--- src/rtl/rstcause_ctl.sv ---
module rstcause_ctl #(
  parameter int HOLD_CYC = 2
) (
  input  logic        clk,
  input  logic        rst_n,
  input  logic        por_req,
  input  logic        pin_req,
  input  logic        bod_vdds,
  input  logic        bod_vddr,
  input  logic        bod_vdd,
  input  logic        clk_loss,
  input  logic        slow_tick,
  input  logic [3:0]  ext_flags,
  input  logic        wr_en,
  input  logic [31:0] wr_data,
  output logic [31:0] rd_data,
  output logic        sys_rst
);

  localparam int CNT_W = $clog2(HOLD_CYC + 1);
  localparam logic [CNT_W-1:0] HOLD_LD = CNT_W'(HOLD_CYC);

  typedef enum logic [1:0] {ST_ARMED, ST_HELD, ST_COPY} cap_st_t;

  cap_st_t          st_q;
  logic [3:0]       en_q;      // {vdds, vddr, vdd, clk}
  logic [2:0]       cause_q;
  logic             cold_q, warm_q;
  logic [CNT_W-1:0] tail_q;
  logic [6:0]       src;
  logic             any_src;
  logic [2:0]       root;
  logic             unused_wr;

  assign src[0] = por_req | (bod_vdd & en_q[1]);
  assign src[1] = pin_req;
  assign src[2] = bod_vdds & en_q[3];
  assign src[3] = bod_vddr & en_q[2];
  assign src[4] = clk_loss & en_q[0];
  assign src[5] = cold_q;
  assign src[6] = warm_q;
  assign any_src = |src;

  always_comb begin
    if      (src[0]) root = 3'd0;
    else if (src[1]) root = 3'd1;
    else if (src[2]) root = 3'd2;
    else if (src[3]) root = 3'd4;
    else if (src[4]) root = 3'd5;
    else if (src[5]) root = 3'd6;
    else             root = 3'd7;
  end

  always_ff @(posedge clk or negedge rst_n) begin
    if (!rst_n) begin
      en_q   <= 4'b1110;
      cold_q <= 1'b0;
      warm_q <= 1'b0;
    end else begin
      cold_q <= wr_en & wr_data[31];
      warm_q <= wr_en & wr_data[4];
      if (wr_en) en_q <= wr_data[8:5];
    end
  end

  always_ff @(posedge clk or negedge rst_n) begin
    if (!rst_n) begin
      st_q    <= ST_ARMED;
      cause_q <= 3'd0;
    end else begin
      case (st_q)
        ST_ARMED: if (any_src) begin
          cause_q <= root;
          st_q    <= ST_HELD;
        end
        ST_HELD: if (!any_src && slow_tick) st_q <= ST_COPY;
        ST_COPY: if (any_src) begin
          cause_q <= 3'd0;
          st_q    <= ST_HELD;
        end else if (slow_tick) begin
          st_q <= ST_ARMED;
        end
        default: st_q <= ST_ARMED;
      endcase
    end
  end

  always_ff @(posedge clk or negedge rst_n) begin
    if (!rst_n)              tail_q <= '0;
    else if (any_src)        tail_q <= HOLD_LD;
    else if (tail_q != '0)   tail_q <= tail_q - 1'b1;
  end

  assign sys_rst   = any_src | (tail_q != '0);
  assign rd_data   = {16'd0, ext_flags, 3'd0, en_q, 1'b0, cause_q, 1'b0};
  assign unused_wr = ^{wr_data[30:9], wr_data[3:0]};

endmodule


--- config.mk ---
export PLATFORM = sky130hd
export DESIGN_NAME = rstcause_ctl
export DESIGN_NICKNAME = d
export VERILOG_FILES = /design/src/rtl/rstcause_ctl.sv
export SDC_FILE = /design/constraint.sdc
export NUM_CORES = 1
export LEC_CHECK = 0
export BUFFER_PORTS_ARGS = -buffer_cell sky130_fd_sc_hd__buf_2
export CORE_MARGIN = 5
export CORE_UTILIZATION = 38
export DETAILED_ROUTE_END_ITERATION = 8
export PLACE_DENSITY = 0.84
export SLEW_MARGIN = 0
export SYNTH_ARGS = -nofsm -noshare
export SYNTH_HDL_FRONTEND = slang
export SYNTH_SLANG_ARGS = --single-unit
--- constraint.sdc ---
create_clock -name clk -period 4.5 [get_ports clk]
set_clock_uncertainty 0.2 [all_clocks]
set_input_delay 0.675 -clock clk [delete_from_list [all_inputs] [get_ports clk]]
set_output_delay 0.675 -clock clk [all_outputs]
set_load 0.005 [all_outputs]
==> results of run 1 <==
==> worst paths after layout <==
check | startpoint | endpoint | slack [ns] | cells after the start
hold reg to reg | st_q[1] | st_q[0] | 0.30 | 1
setup / recovery | bod_vdds | sys_rst | 1.83 | 5
setup reg to reg | en_q[3] | cause_q[1] | 2.67 | 4
hold / removal | rst_n | warm_q | 0.08 | 1
min in group clk | st_q[1] | st_q[0] | 0.30 | 1
max in group asynchronous | rst_n | en_q[1] | 3.75 | 1
==> metrics by stage <==
step                instance area [sq um]  utilization
floorplan                             877            -
finish                                853        0.431
detailed placement                    827        0.417
CTS                                   853        0.431
global placement                      827        0.417
global route                          853        0.431
==> cell usage in the layout (no fill, tap or decap) <==
| cell | instances |
|---|---|
| sky130_fd_sc_hd__nor2_1 | 1 |
| sky130_fd_sc_hd__nand2b_1 | 2 |
| sky130_fd_sc_hd__nor2_4 | 1 |
| sky130_fd_sc_hd__and2_1 | 3 |
| sky130_fd_sc_hd__ha_1 | 1 |
| sky130_fd_sc_hd__and2_2 | 1 |
| sky130_fd_sc_hd__dfstp_2 | 3 |
| sky130_fd_sc_hd__inv_1 | 2 |
| sky130_fd_sc_hd__clkbuf_4 | 3 |
| sky130_fd_sc_hd__conb_1 | 21 |
| sky130_fd_sc_hd__a222oi_1 | 1 |
| sky130_fd_sc_hd__nor3_1 | 1 |
| sky130_fd_sc_hd__nand2_1 | 5 |
| sky130_fd_sc_hd__o22ai_1 | 1 |
| sky130_fd_sc_hd__a2111oi_0 | 1 |
| sky130_fd_sc_hd__buf_2 | 23 |
| sky130_fd_sc_hd__mux2_4 | 2 |
| sky130_fd_sc_hd__xnor2_1 | 1 |
| sky130_fd_sc_hd__o21ai_0 | 1 |
| sky130_fd_sc_hd__and3_1 | 1 |
| sky130_fd_sc_hd__a211oi_1 | 1 |
| sky130_fd_sc_hd__o41ai_1 | 1 |
| sky130_fd_sc_hd__a22oi_1 | 2 |
| sky130_fd_sc_hd__mux2_2 | 5 |
| sky130_fd_sc_hd__a21oi_1 | 2 |
| sky130_fd_sc_hd__clkbuf_1 | 1 |
| sky130_fd_sc_hd__dfrtp_1 | 10 |
==> state kept, by name, indices dropped and copies added (netlist names) <==
register  flops
tail_q        2
cold_q        1
st_q          2
cause_q       3
warm_q        1
en_q          4
==> where the power goes <==
part / switching [mW] / internal [mW]
clock network: 0.0339 / 0.0343
registers: 0.00896 / 0.131
logic: 0.0244 / 0.0277
total: 0.0672 / 0.193
==> cell families (layout without fill, tap and decap cells) <==
| family | count (synthesis) | in the layout | synth area share |
|---|---|---|---|
| buf+inv | 28 | 29 | 0.257 |
| simple gates | 15 | 15 | 0.105 |
| flops | 13 | 13 | 0.410 |
| compound gates | 10 | 10 | 0.0889 |
| mux | 7 | 7 | 0.108 |
| fa+ha+maj | 1 | 1 | 0.0156 |
| other cells | 1 | 21 | 0.00468 |
| xor+xnor | 1 | 1 | 0.0109 |
==> metal layers <==
| layer | up-vias | wire length, um | track usage |
|---|---|---|---|
| li1 | 252 | - | - |
| met1 | 243 | 532 | 0.0879 |
| met2 | 43 | 646 | 0.155 |
| met3 | 0 | 204 | 0.0348 |
| met4 | 0 | 0 | 0.0203 |
| met5 | - | 0 | 0 |
==> layout make-up <==
type / count / area (sq um)
inverter: 2 / 7.51
fill: 197 / 1130
clock buffer: 4 / 26.3
multi-input combinational: 55 / 342
timing repair buffer: 23 / 115
sequential: 13 / 329
tap: 27 / 33.8
==> results.md, run 1 <==
- At the worst endpoint, the required time is roughly 3.6 ns.
- The clock transition at the registers of the reported paths is around 0.070 ns.
- For the worst setup path, the data arrival time is 1.79 ns.
- After detailed routing, the number of vias per cell comes to about 4.3.
- The count of maximum capacitance violations is 0.
- In the post-synthesis netlist, the biggest area contributors are sky130_fd_sc_hd__dfrtp_1 31%, sky130_fd_sc_hd__buf_4 23%, sky130_fd_sc_hd__dfstp_2 9.8%.
- For this run the aggregate overflow at the end of global routing stands at 0.
- For this run, the slowest stage of the critical path takes roughly 0.39 ns.
- The half-perimeter wire length after detailed placement is around 1.2 mm.
- The smallest clock period supported by the final layout is computed as approximately 2.7 ns.
- The post-synthesis to final-layout area growth is 6.40%.
- The worst-case IR drop observed on VDD is 180 uV.
- The number of failing setup endpoints in the final timing report is 0.
- The number of detailed-route iterations in the first pass is 4.
- The die extent in x is ~56 um.
- The finished layout holds approximately 120 standard cells, fillers aside.
- The number of global-route vias before repair is around 510.
- Before CTS, the worst setup slack after placement is about 1.8 ns.
- The async set or reset register ratio after synthesis is 1.00.
- The worst hold-check slack is 0.0755 ns.
- In this design, the largest share of critical-path delay is due to simple AND/OR/NAND/NOR gates.
- Summed over all failing endpoints, the final setup total negative slack is 0 ns.
- Total power for the finished layout comes to roughly 260 uW.
- Buffers added to address setup during post-CTS repair amount to 0.
- The top-level I/O count is between 70 and 80.
- The critical path's most frequent cell is sky130_fd_sc_hd__buf_2.
- The final-report hold violation count was 0.
- The synthesized flop and latch total is 13.
- The post-route fraction of the period consumed by the critical path is 0.593.
- Counting every sink on the clock net gives 13.
- For this run, the top clock speed supported by timing is between 300 and 400 MHz.
- Of all nets on the critical path, the largest fanout is 8.
- Of all cell types, the one taking the most synthesized area is sky130_fd_sc_hd__dfrtp_1.
- The number of antenna-violating nets in the routed design is 0.
- The root buffer cell is sky130_fd_sc_hd__clkbuf_4.
- The core footprint is 0.00198 sq mm.
- The signal on the critical path passes through buf_2 > a2111oi_0 > and3_1 > nand2_1 > buf_2.
- In the routed design, unresolved DRC markers number 0.
- For this design the ratio of total power to cell area is roughly 310 mW/mm^2.
- The initial utilization of the core area, before any placement, comes to 0.405.
- The element type at the critical path end is a primary output.
- The global router's overall resource usage is 0.0842.
- The cell total after placement is 120.
- The CTS buffer count is 3.
- The mean instance size in the synthesized netlist is 10.6 sq um.
- The number of buffer and inverter instances along the worst setup path is 2.
- CTS built an H-tree with a depth of 1.
- The first-pass GRT wire length is between 2 and 2.5 mm.
- Post-CTS repair changed the size of 0 cells.
- The die is 55.9 um tall.
- The count of buffers added on input and output ports is 23.
- The top cell type's share of synthesized area is 0.312.
- The number of pins with negative max-slew slack in the final report was 0.
- The worst min-delay path category is in -> async.
- The flow ran to the end, and the final reports show no timing, DRC or antenna violations.
- The overall via count from detail_route is around 540.
- The post-synthesis instance area is roughly 800 sq um.
- The number of antenna diodes in the final layout is 0.
- After detailed routing, the average wire length per cell comes to about 11 um.
- In the synthesized netlist, the cells that appear most often are 25 x sky130_fd_sc_hd__buf_4, 10 x sky130_fd_sc_hd__dfrtp_1, 5 x sky130_fd_sc_hd__mux2_2, 5 x sky130_fd_sc_hd__nand2_1.
- The leakage component of the power is 0.432 nW.
- In the final design database the tool counted between 100 and 150 nets.
- The synthesized netlist contains 26 unique library cells.
- The post-synthesis sequential area ratio is 0.410.
- Entering global routing, the biggest net connects 14 pins.
- The wire length after detailed routing is 1.38 mm.
- Among all stages on the critical path, the largest delay is contributed by sky130_fd_sc_hd__a2111oi_0.
- The clock passes through at most 2 buffers.
- The row count is 16.
- Of the cells placed in the final design, the portion with a size suffix greater than 1 is 0.392.
- The initial antenna violation count is 0.
- The kind of critical path is in -> out.
- The final weighted congestion in routability-driven placement is 0.738.
- The startpoint type of the worst setup path is an input port.
- The floorplan step defined a die boundary enclosing around 0.0031 sq mm.
- By instance count, the leading cell after synthesis is sky130_fd_sc_hd__buf_4.
- TritonCTS built the clock tree.
- The worst path setup slack after routing is approximately 1.8 ns.
- Yosys mapped a number of flops with a built-in enable equal to 0.
- The most instantiated flip-flop cell in the synthesis netlist is sky130_fd_sc_hd__dfrtp_1.
- The violation count after the first detailed-routing iteration is 4.
- The number of warnings printed during yosys synthesis is 0.
- Setup repair after global routing left no endpoint under its margin.
- The number of cells produced by synthesis is 76.
- The number of buffers inserted for hold repair after clock tree synthesis is 0.
- The clock reaches the later pin of the worst-skew pair after between 0.2 and 0.3 ns.
Note: power is estimated with default switching activity, not from simulation.
==> inputs of run 2 (changes only) <==
--- a/config.mk
+++ b/config.mk
@@ -5,11 +5,12 @@
 export SDC_FILE = /design/constraint.sdc
 export NUM_CORES = 1
 export LEC_CHECK = 0
+export ABC_AREA = 1
 export BUFFER_PORTS_ARGS = -buffer_cell sky130_fd_sc_hd__buf_2
 export CORE_MARGIN = 5
-export CORE_UTILIZATION = 38
+export CORE_UTILIZATION = 36
 export DETAILED_ROUTE_END_ITERATION = 8
-export PLACE_DENSITY = 0.84
+export PLACE_DENSITY = 0.79
 export SLEW_MARGIN = 0
 export SYNTH_ARGS = -nofsm -noshare
 export SYNTH_HDL_FRONTEND = slang
==> constraint.sdc (replaced) <==
create_clock -name clk -period 2.55 [get_ports clk]
set_clock_uncertainty 0.2 [all_clocks]
set_input_delay 0.3825 -clock clk [delete_from_list [all_inputs] [get_ports clk]]
set_output_delay 0.3825 -clock clk [all_outputs]
set_load 0.005 [all_outputs]
==> run 2 against run 1 <==
Net effect:
- combinational power increased to 3.1 times the previous value
- power rose by 110%
- setup slack worse by 1.3 ns
- critical path depth is 2 higher
==> results.md, run 2 <==
- Outcome: finished clean (unchanged).
- The largest incremental delay on the critical path is 0.54 ns (was 0.39 ns).
- The final weighted congestion in routability-driven placement is 0.800 (was 0.738).
- The kind of critical path is reg -> out (was in -> out).
- The number of diodes added for antenna fixing is 0 (unchanged).
- The overall overflow remaining after global route is 0 (unchanged).
- The global router's overall resource usage is 0.0885 (was 0.0842).
- The clock transition at the registers of the reported paths was 0.08 ns (was 0.07 ns).
- Leading registers by flop count: en_q (4), cause_q (3) (unchanged).
- The critical path's most frequent cell is sky130_fd_sc_hd__nand2_1 (was sky130_fd_sc_hd__buf_2).
- The mean instance size in the synthesized netlist is 8.33 sq um (was 10.6 sq um).
- The register containing the most flip-flops in the final layout is en_q (unchanged).
- The arrival time at the worst endpoint is 1.41 ns (was 1.79 ns).
- The post-synthesis sequential area ratio is 0.395 (was 0.410).
- The post-synthesis to final-layout area growth is 8.86% (was 6.40%).
- The simple-gate share of the synthesized area was 0.204 (was 0.105).
- The die extent in x is 58.1 um (was 55.9 um).
- The number of different library cells in the post-synthesis netlist is 19 (was 26).
- The clock period minus final worst setup slack is ~2 ns.
- The startpoint type of the worst setup path is a register (was input port).
- The root buffer cell was sky130_fd_sc_hd__clkbuf_4 (unchanged).
- The count of port buffers added during placement is 23 (unchanged).
- The final-report hold violation count was 0 (unchanged).
- The number of detailed-route iterations in the first pass is 4 (unchanged).
- The number of setup buffers added after CTS came to 0 (unchanged).
- The element type at the critical path end is a primary output (unchanged).
- The required time of the critical path is 1.97 ns (was 3.62 ns).
- The overall via count from detail_route came to 605 (was 538).
- Dominant cells by area after synthesis: sky130_fd_sc_hd__dfrtp_1 30%, sky130_fd_sc_hd__buf_4 23%, sky130_fd_sc_hd__nand2_1 11% (was sky130_fd_sc_hd__dfrtp_1 31%, sky130_fd_sc_hd__buf_4 23%, sky130_fd_sc_hd__dfstp_2 9.8%).
- The synthesized-area fraction occupied by adder cells is 0.0150 (was 0.0156).
- The worst hold-check slack is 0.0885 ns (was 0.0755 ns).
- The leakage component of the power came to 0.543 nW (was 0.432 nW).
- The highest ir drop seen on vdd is 379 uV (was 180 uV).
- Setup repair after global routing missed its margin: no (unchanged).
- The number of warnings printed during yosys synthesis is 0 (unchanged).
- The row count came to 17 (was 16).
- The synthesized flop and latch total is 13 (unchanged).
- The biggest fanout along the worst timing path came to 6 (was 8).
- The maximum number of pins on one net before global-route repair is 14 (unchanged).
- The initial antenna violation count is 0 (unchanged).
- The worst min-delay path category is in -> reg (was in -> async).
- The family of cells with the greatest summed delay on the critical path is flip-flops (was simple AND/OR/NAND/NOR gates).
- The number of failing setup endpoints in the final timing report is 0 (unchanged).
- The number of sinks handled by clock tree synthesis is 13 (unchanged).
- The clock latency of the later-clocked register in the worst-skew pair is 0.28 ns (was 0.26 ns).
- The area of the die is 0.00338 sq mm (was 0.00313 sq mm).
- List of most frequent post-synthesis cells: 25 x sky130_fd_sc_hd__buf_4, 24 x sky130_fd_sc_hd__nand2_1, 11 x sky130_fd_sc_hd__inv_1 (was 25 x sky130_fd_sc_hd__buf_4, 10 x sky130_fd_sc_hd__dfrtp_1, 5 x sky130_fd_sc_hd__mux2_2, 5 x sky130_fd_sc_hd__nand2_1).
- The number of enable-type register cells in the synthesized netlist was 0 (unchanged).
- The first-pass GRT wire length is 2.35 mm (was 2.10 mm).
- The main combinational cell family by area after synthesis is buffers and inverters (unchanged).
- The most frequent cell after synthesis is sky130_fd_sc_hd__buf_4 (unchanged).
- The number of buffer and inverter instances along the worst setup path is 2 (unchanged).
- The number of gates given a new drive strength after cts came to 0 (unchanged).
- The top cell type's share of synthesized area is 0.300 (was 0.312).
- The share of post-route cells with drive strength above 1 is 0.341 (was 0.392).
- The flip-flop count of the largest register, all copies and words added is 4 (unchanged).
- The slowest cell on the critical path is sky130_fd_sc_hd__dfstp_2 (was sky130_fd_sc_hd__a2111oi_0).
- The H-tree level count is 1 (unchanged).
- The initial cell density of the core is 0.377 (was 0.405).
- The count of maximum capacitance violations is 0 (unchanged).
- The post-route fraction of the period consumed by the critical path is 0.781.
- The final standard cell utilization of the core is 0.410 (was 0.431).
- Commonest non-fill, non-tap cells in the layout: 24 x sky130_fd_sc_hd__nand2_1, 23 x sky130_fd_sc_hd__buf_2, 21 x sky130_fd_sc_hd__conb_1 (was 23 x sky130_fd_sc_hd__buf_2, 21 x sky130_fd_sc_hd__conb_1, 10 x sky130_fd_sc_hd__dfrtp_1).
- The proportion of synthesized area in mux cells came to 0.0541 (was 0.108).
- The number of buffers inserted for hold repair after clock tree synthesis was 1 (was 0).
- Cells along the critical path: nand2_1 > nand2_1 > nor2_2 > nand2_2 > inv_1 > nand2_1 > buf_2 (was buf_2 > a2111oi_0 > and3_1 > nand2_1 > buf_2).
- The number of inserted filler cells in the final layout is 228 (was 197).
- The final setup TNS was 0 ns (unchanged).
- The number of cells produced by synthesis is 100 (was 76).
- The CTS buffer count was 3 (unchanged).
- The maximum clock insertion buffer count is 2 (unchanged).
- The number of antenna-violating nets in the routed design came to 0 (unchanged).
- The vias per cell is 4.01 (was 4.34).
- The post-layout net count was 171 (was 145).
- The post-detailed-route DRC marker count was 0 (unchanged).
- The maximum clock frequency is about 500 MHz.
- The post-synthesis instance area was 833 sq um (was 802 sq um).
- The async set or reset register ratio after synthesis is 1.00 (unchanged).
- The complex-gate fraction of the synthesized area came to 0.0375 (was 0.0889).
- The height of the die came to 58.1 um (was 55.9 um).
- The half-perimeter wire length after detailed placement is 1.23 mm (was 1.18 mm).
- The violation count after the first detailed-routing iteration was 19 (was 4).
- The top-level I/O count is 79 (unchanged).
- The TritonCTS clock tree is built (unchanged).
- The cell taking the most area after synthesis is sky130_fd_sc_hd__dfrtp_1 (unchanged).
- The wire length after detailed routing is 1.44 mm (was 1.38 mm).
- The xor and xnor fraction of the mapped netlist area came to 0.0105 (was 0.0109).
- The number of pins with negative max-slew slack in the final report came to 0 (unchanged).
- The total power per unit cell area is 613 mW/mm^2 (was 305 mW/mm^2).
- The core footprint is 0.00221 sq mm (was 0.00198 sq mm).
- The most instantiated flip-flop cell in the synthesis netlist is sky130_fd_sc_hd__dfrtp_1 (unchanged).
- The most common cell after layout, fill and taps aside is sky130_fd_sc_hd__nand2_1 (was sky130_fd_sc_hd__buf_2).
- The mean routed wirelength per cell is 9.54 um (was 11.2 um).
- The number of global-route vias before repair is 589 (was 508).
==> run 2: changes by cell type after synthesis, sizes merged, moves of 2 or more <==
cell and change:
nand2 +23, inv +10, nor2 +5, and2 -4
mux2 -3, a22oi -2, nand2b -2, nand3 +2
==> run 2: path summary, 6_finish.rpt <==
| check | startpoint | endpoint | slack, ns | depth (start not counted) |
|---|---|---|---|---|
| min in group asynchronous | rst_n | cause_q[0] | 0.30 | 2 |
| max in group asynchronous | rst_n | en_q[2] | 1.57 | 2 |
| max reg2reg | en_q[2] | cause_q[0] | 1.17 | 7 |
| min | wr_data[31] | cold_q | 0.09 | 3 |
| max | en_q[2] | sys_rst | 0.56 | 7 |
| min reg2reg | cause_q[0] | cause_q[0] | 0.28 | 2 |
==> run 2: per-stage QoR <==
| step | instance area, sq um | setup slack (ns) | total power [mW] | std cells |
|---|---|---|---|---|
| detailed placement | 871 | 0.776 | 0.432 | 146 |
| global placement | 871 | 0.790 | 0.427 | 146 |
| CTS | 907 | 0.533 | 0.562 | 151 |
| finish | 907 | 0.558 | 0.556 | 151 |
| global route | 907 | 0.434 | 0.605 | 151 |
| floorplan | 908 | 1.01 | 0.401 | 120 |
==> run 2: power breakdown <==
| group | total, mW | internal [mW] | leakage, nW | switching [mW] |
|---|---|---|---|---|
| registers | 0.268 | 0.246 | 0.155 | 0.0213 |
| logic | 0.160 | 0.0685 | 0.373 | 0.0912 |
| clock network | 0.129 | 0.0607 | 0.0150 | 0.0679 |
==> run 2: area by class of cell <==
type                       instances  area, sq um  share of cell area
multi-input combinational         70          347               0.382
sequential                        13          329               0.363
timing repair buffer              24          125               0.138
inverter                          12         45.0              0.0497
tap                               28         35.0              0.0386
clock buffer                       4         26.3              0.0290
==> run 2: layer usage <==
| metal | up-vias | routed length, um | global-route usage |
|---|---|---|---|
| met3 | 5 | 196 | 0.0245 |
| met4 | 0 | 29 | 0.0530 |
| met5 | - | 0 | 0 |
| met1 | 255 | 571 | 0.105 |
| met2 | 42 | 644 | 0.142 |
| li1 | 303 | - | - |
==> run 2: cell families after synthesis <==
family,after synthesis
xor gates and xnor gates,1
and+or+nand+nor,38
muxes,4
DFF,13
other,1
AOI/OAI and AO/OA,5
adders and majority gates,1
buffers and inverters,37
==> run 2: worst register-to-register path: stages (launching register included) <==
cell and delay (ns):
sky130_fd_sc_hd__dfstp_2 0.54, sky130_fd_sc_hd__nand2_1 0.07, sky130_fd_sc_hd__nand2_1 0.10, sky130_fd_sc_hd__nor2_2 0.06
sky130_fd_sc_hd__nand2_2 0.14, sky130_fd_sc_hd__nand2_4 0.07, sky130_fd_sc_hd__nand2_1 0.06, sky130_fd_sc_hd__nand2_1 0.05
==> inputs of run 3 (changes only) <==
--- a/config.mk
+++ b/config.mk
@@ -5,12 +5,12 @@
 export SDC_FILE = /design/constraint.sdc
 export NUM_CORES = 1
 export LEC_CHECK = 0
-export ABC_AREA = 1
+export ABC_AREA = 0
 export BUFFER_PORTS_ARGS = -buffer_cell sky130_fd_sc_hd__buf_2
 export CORE_MARGIN = 5
-export CORE_UTILIZATION = 36
+export CORE_UTILIZATION = 32
 export DETAILED_ROUTE_END_ITERATION = 8
-export PLACE_DENSITY = 0.79
+export PLACE_DENSITY = 0.76
 export SLEW_MARGIN = 0
 export SYNTH_ARGS = -nofsm -noshare
 export SYNTH_HDL_FRONTEND = slang
==> constraint.sdc (replaced) <==
create_clock -name clk -period 1.8 [get_ports clk]
set_clock_uncertainty 0.2 [all_clocks]
set_input_delay 0.27 -clock clk [delete_from_list [all_inputs] [get_ports clk]]
set_output_delay 0.27 -clock clk [all_outputs]
set_load 0.005 [all_outputs]
==> run 3 against run 2 <==
Net effect:
- the flow now finishes with violations (setup timing)
- register-to-register slack worse by 1.1 ns
- critical path depth down 3
- via count down 7.1%
- combinational power down 10%
- clock-buffer cell count unchanged
- design area up 3.2%
- power up 22%
- global-route usage down 0.21 points
- largest power group unchanged
==> results.md, run 3 (same netlist as run 1, synthesis figures left out) <==
- The count of maximum capacitance violations is 0 (unchanged).
- Subtracting the final worst setup slack from the clock period gives approximately 1.9 ns.
- The most common cell after layout, fill and taps aside is sky130_fd_sc_hd__buf_2 (was sky130_fd_sc_hd__nand2_1).
- The register containing the most flip-flops in the final layout was en_q (unchanged).
- Dividing the final minimum period by the clock period gives 1.06.
- The number of buffer and inverter instances along the worst setup path is 1 (was 2).
- The mean routed wirelength per cell came to 11.7 um (was 9.54 um).
- The depth of the most critical reg-to-reg path came to 5 (was 7).
- The area of the die is 0.00361 sq mm (was 0.00338 sq mm).
- The TritonCTS clock tree is built (unchanged).
- The checks that failed: setup timing.
- The post-detailed-route DRC marker count is 0 (unchanged).
- The half-perimeter wire length after detailed placement is 1.20 mm (was 1.23 mm).
- Outcome: complete, but fails checks (was finished clean).
- Cells along the critical path: a2111oi_4 > and3_4 > nand2_2 > buf_2 (was nand2_1 > nand2_1 > nor2_2 > nand2_2 > inv_1 > nand2_1 > buf_2).
- The overall via count from detail_route is 562 (was 605).
- The number of detailed-route iterations in the first pass is 4 (unchanged).
- The flip-flop count of the largest register, all copies and words added is 4 (unchanged).
- The clock transition at the registers of the reported paths is 0.08 ns (about the same).
- The maximum clock frequency is ~520 MHz.
- The cell depth of the worst min-delay path was 2 (was 3).
- The arrival time at the worst endpoint was 1.44 ns (was 1.41 ns).
- The number of diodes added for antenna fixing is 0 (unchanged).
- The biggest fanout along the worst timing path is 2 (was 6).
- The leakage component of the power was 0.462 nW (was 0.543 nW).
- The vias per cell is 4.23 (was 4.01).
- The core footprint was 0.00243 sq mm (was 0.00221 sq mm).
- The overall overflow remaining after global route came to 0 (unchanged).
- The initial antenna violation count came to 0 (unchanged).
- The post-layout net count was 151 (was 171).
- The die extent in x was 60.1 um (was 58.1 um).
- The total power per unit cell area came to 725 mW/mm^2 (was 613 mW/mm^2).
- The number of sinks handled by clock tree synthesis came to 13 (unchanged).
- The slowest cell on the critical path was sky130_fd_sc_hd__dfrtp_1 (was sky130_fd_sc_hd__dfstp_2).
- Commonest non-fill, non-tap cells in the layout: 23 x sky130_fd_sc_hd__buf_2, 21 x sky130_fd_sc_hd__conb_1, 10 x sky130_fd_sc_hd__dfrtp_1 (was 24 x sky130_fd_sc_hd__nand2_1, 23 x sky130_fd_sc_hd__buf_2, 21 x sky130_fd_sc_hd__conb_1).
- The startpoint type of the worst setup path is a register (unchanged).
- The worst path setup slack after routing is -0.109 ns (was 0.558 ns).
- The number of pins with negative max-slew slack in the final report is 0 (unchanged).
- The CTS buffer count is 3 (unchanged).
- The number of global-route vias before repair is 578 (was 589).
- The worst hold-check slack was 0.0269 ns (was 0.0885 ns).
- The element type at the critical path end was a primary output (unchanged).
- The total number of cells along the worst setup path was 4 (was 7).
- The post-synthesis to final-layout area growth is 16.7% (was 8.86%).
- The height of the die is 60.1 um (was 58.1 um).
- The clock latency of the later-clocked register in the worst-skew pair is 0.27 ns (was 0.28 ns).
- The row count is 18 (was 17).
- The number of inserted filler cells in the final layout came to 250 (was 228).
- The H-tree level count is 1 (unchanged).
- The highest ir drop seen on vdd was 394 uV (was 379 uV).
- The initial cell density of the core came to 0.330 (was 0.377).
- The final-report hold violation count is 0 (unchanged).
- The global router's overall resource usage is 0.0865 (was 0.0885).
- The first-pass GRT wire length is 2.29 mm (was 2.35 mm).
- Setup repair after global routing missed its margin: yes (was no).
- The kind of critical path is reg -> out (unchanged).
- The number of antenna-violating nets in the routed design came to 0 (unchanged).
- The violation count after the first detailed-routing iteration was 4 (was 19).
- The count of port buffers added during placement was 23 (unchanged).
- The final standard cell utilization of the core is 0.385 (was 0.410).
- The number of failing setup endpoints in the final timing report is 1 (was 0).
- The maximum number of pins on one net before global-route repair is 14 (unchanged).
- The root buffer cell is sky130_fd_sc_hd__clkbuf_4 (unchanged).
- The wire length after detailed routing is 1.55 mm (was 1.44 mm).
- The family of cells with the greatest summed delay on the critical path is flip-flops (unchanged).
- The final setup TNS is -0.109 ns (was 0 ns).
- The final weighted congestion in routability-driven placement came to 0.722 (was 0.800).
- The top-level I/O count is 79 (unchanged).
- The worst min-delay path category is in -> reg (unchanged).
- Leading registers by flop count: en_q (4), cause_q (3) (unchanged).
- The largest incremental delay on the critical path is 0.42 ns (was 0.54 ns).
- The required time of the critical path came to 1.33 ns (was 1.97 ns).
- The share of post-route cells with drive strength above 1 came to 0.427 (was 0.341).
- The maximum clock insertion buffer count is 2 (unchanged).
## run 3: cell types whose count changed in the layout (fill, tap and decap cells not counted), sizes merged, moves of 3 or more
cell | before | now
mux2 | 4 | 7
and2 | 0 | 4
nor2 | 7 | 2
buf | 23 | 26
nand2 | 28 | 5
inv | 12 | 2
## run 3: routing by layer
metal  global-route usage  wire, um  up-vias
li1                     -         -      265
met1               0.0836       549      255
met2                0.159       766       40
met3               0.0281       220        2
met4               0.0475        14        0
met5                    0         0        -
## run 3: repair_timing
item                                    in CTS  in global routing
setup buffers                                2                  0
hold endpoints to repair                    15                  0
hold buffers                                 3                  0
endpoints found under the setup margin       2                  3
pin swaps                                    2                  1
gates resized for setup                      5                  1
## run 3: cell type report
| class | instances | area [sq um] | share of cell area |
|---|---|---|---|
| clock buffers | 4 | 26.3 | 0.0281 |
| repair buffers | 29 | 168 | 0.179 |
| well taps | 30 | 37.5 | 0.0401 |
| multi-input cells | 55 | 368 | 0.393 |
| inverters | 2 | 7.51 | 0.00802 |
| flip-flops and latches | 13 | 329 | 0.352 |
## run 3: worst paths after layout
kind	slack, ns	start	endpoint
setup / recovery	-0.11	warm_q	sys_rst
hold reg to reg	0.31	st_q[1]	st_q[0]
hold / removal	0.03	wr_data[8]	en_q[3]
setup reg to reg	0.03	warm_q	cause_q[1]
max in group asynchronous	0.90	rst_n	en_q[2]
min in group asynchronous	0.22	rst_n	warm_q
## run 3: power by group
group / switching (mW) / total [mW] / internal [mW]
logic: 0.0642 / 0.144 / 0.0801
clock network: 0.0942 / 0.180 / 0.0859
registers: 0.0254 / 0.354 / 0.328
## run 3: through the flow
| stage | instances | area (sq um) | power (mW) | worst slack (ns) |
|---|---|---|---|---|
| after floorplan | 96 | 877 | 0.464 | 0.141 |
| after detailed placement | 125 | 846 | 0.489 | -0.0381 |
| after global routing | 133 | 936 | 0.720 | -0.175 |
| after CTS | 133 | 923 | 0.684 | -0.119 |
| final | 133 | 936 | 0.678 | -0.109 |
| after global placement | 125 | 846 | 0.484 | 0.0450 |
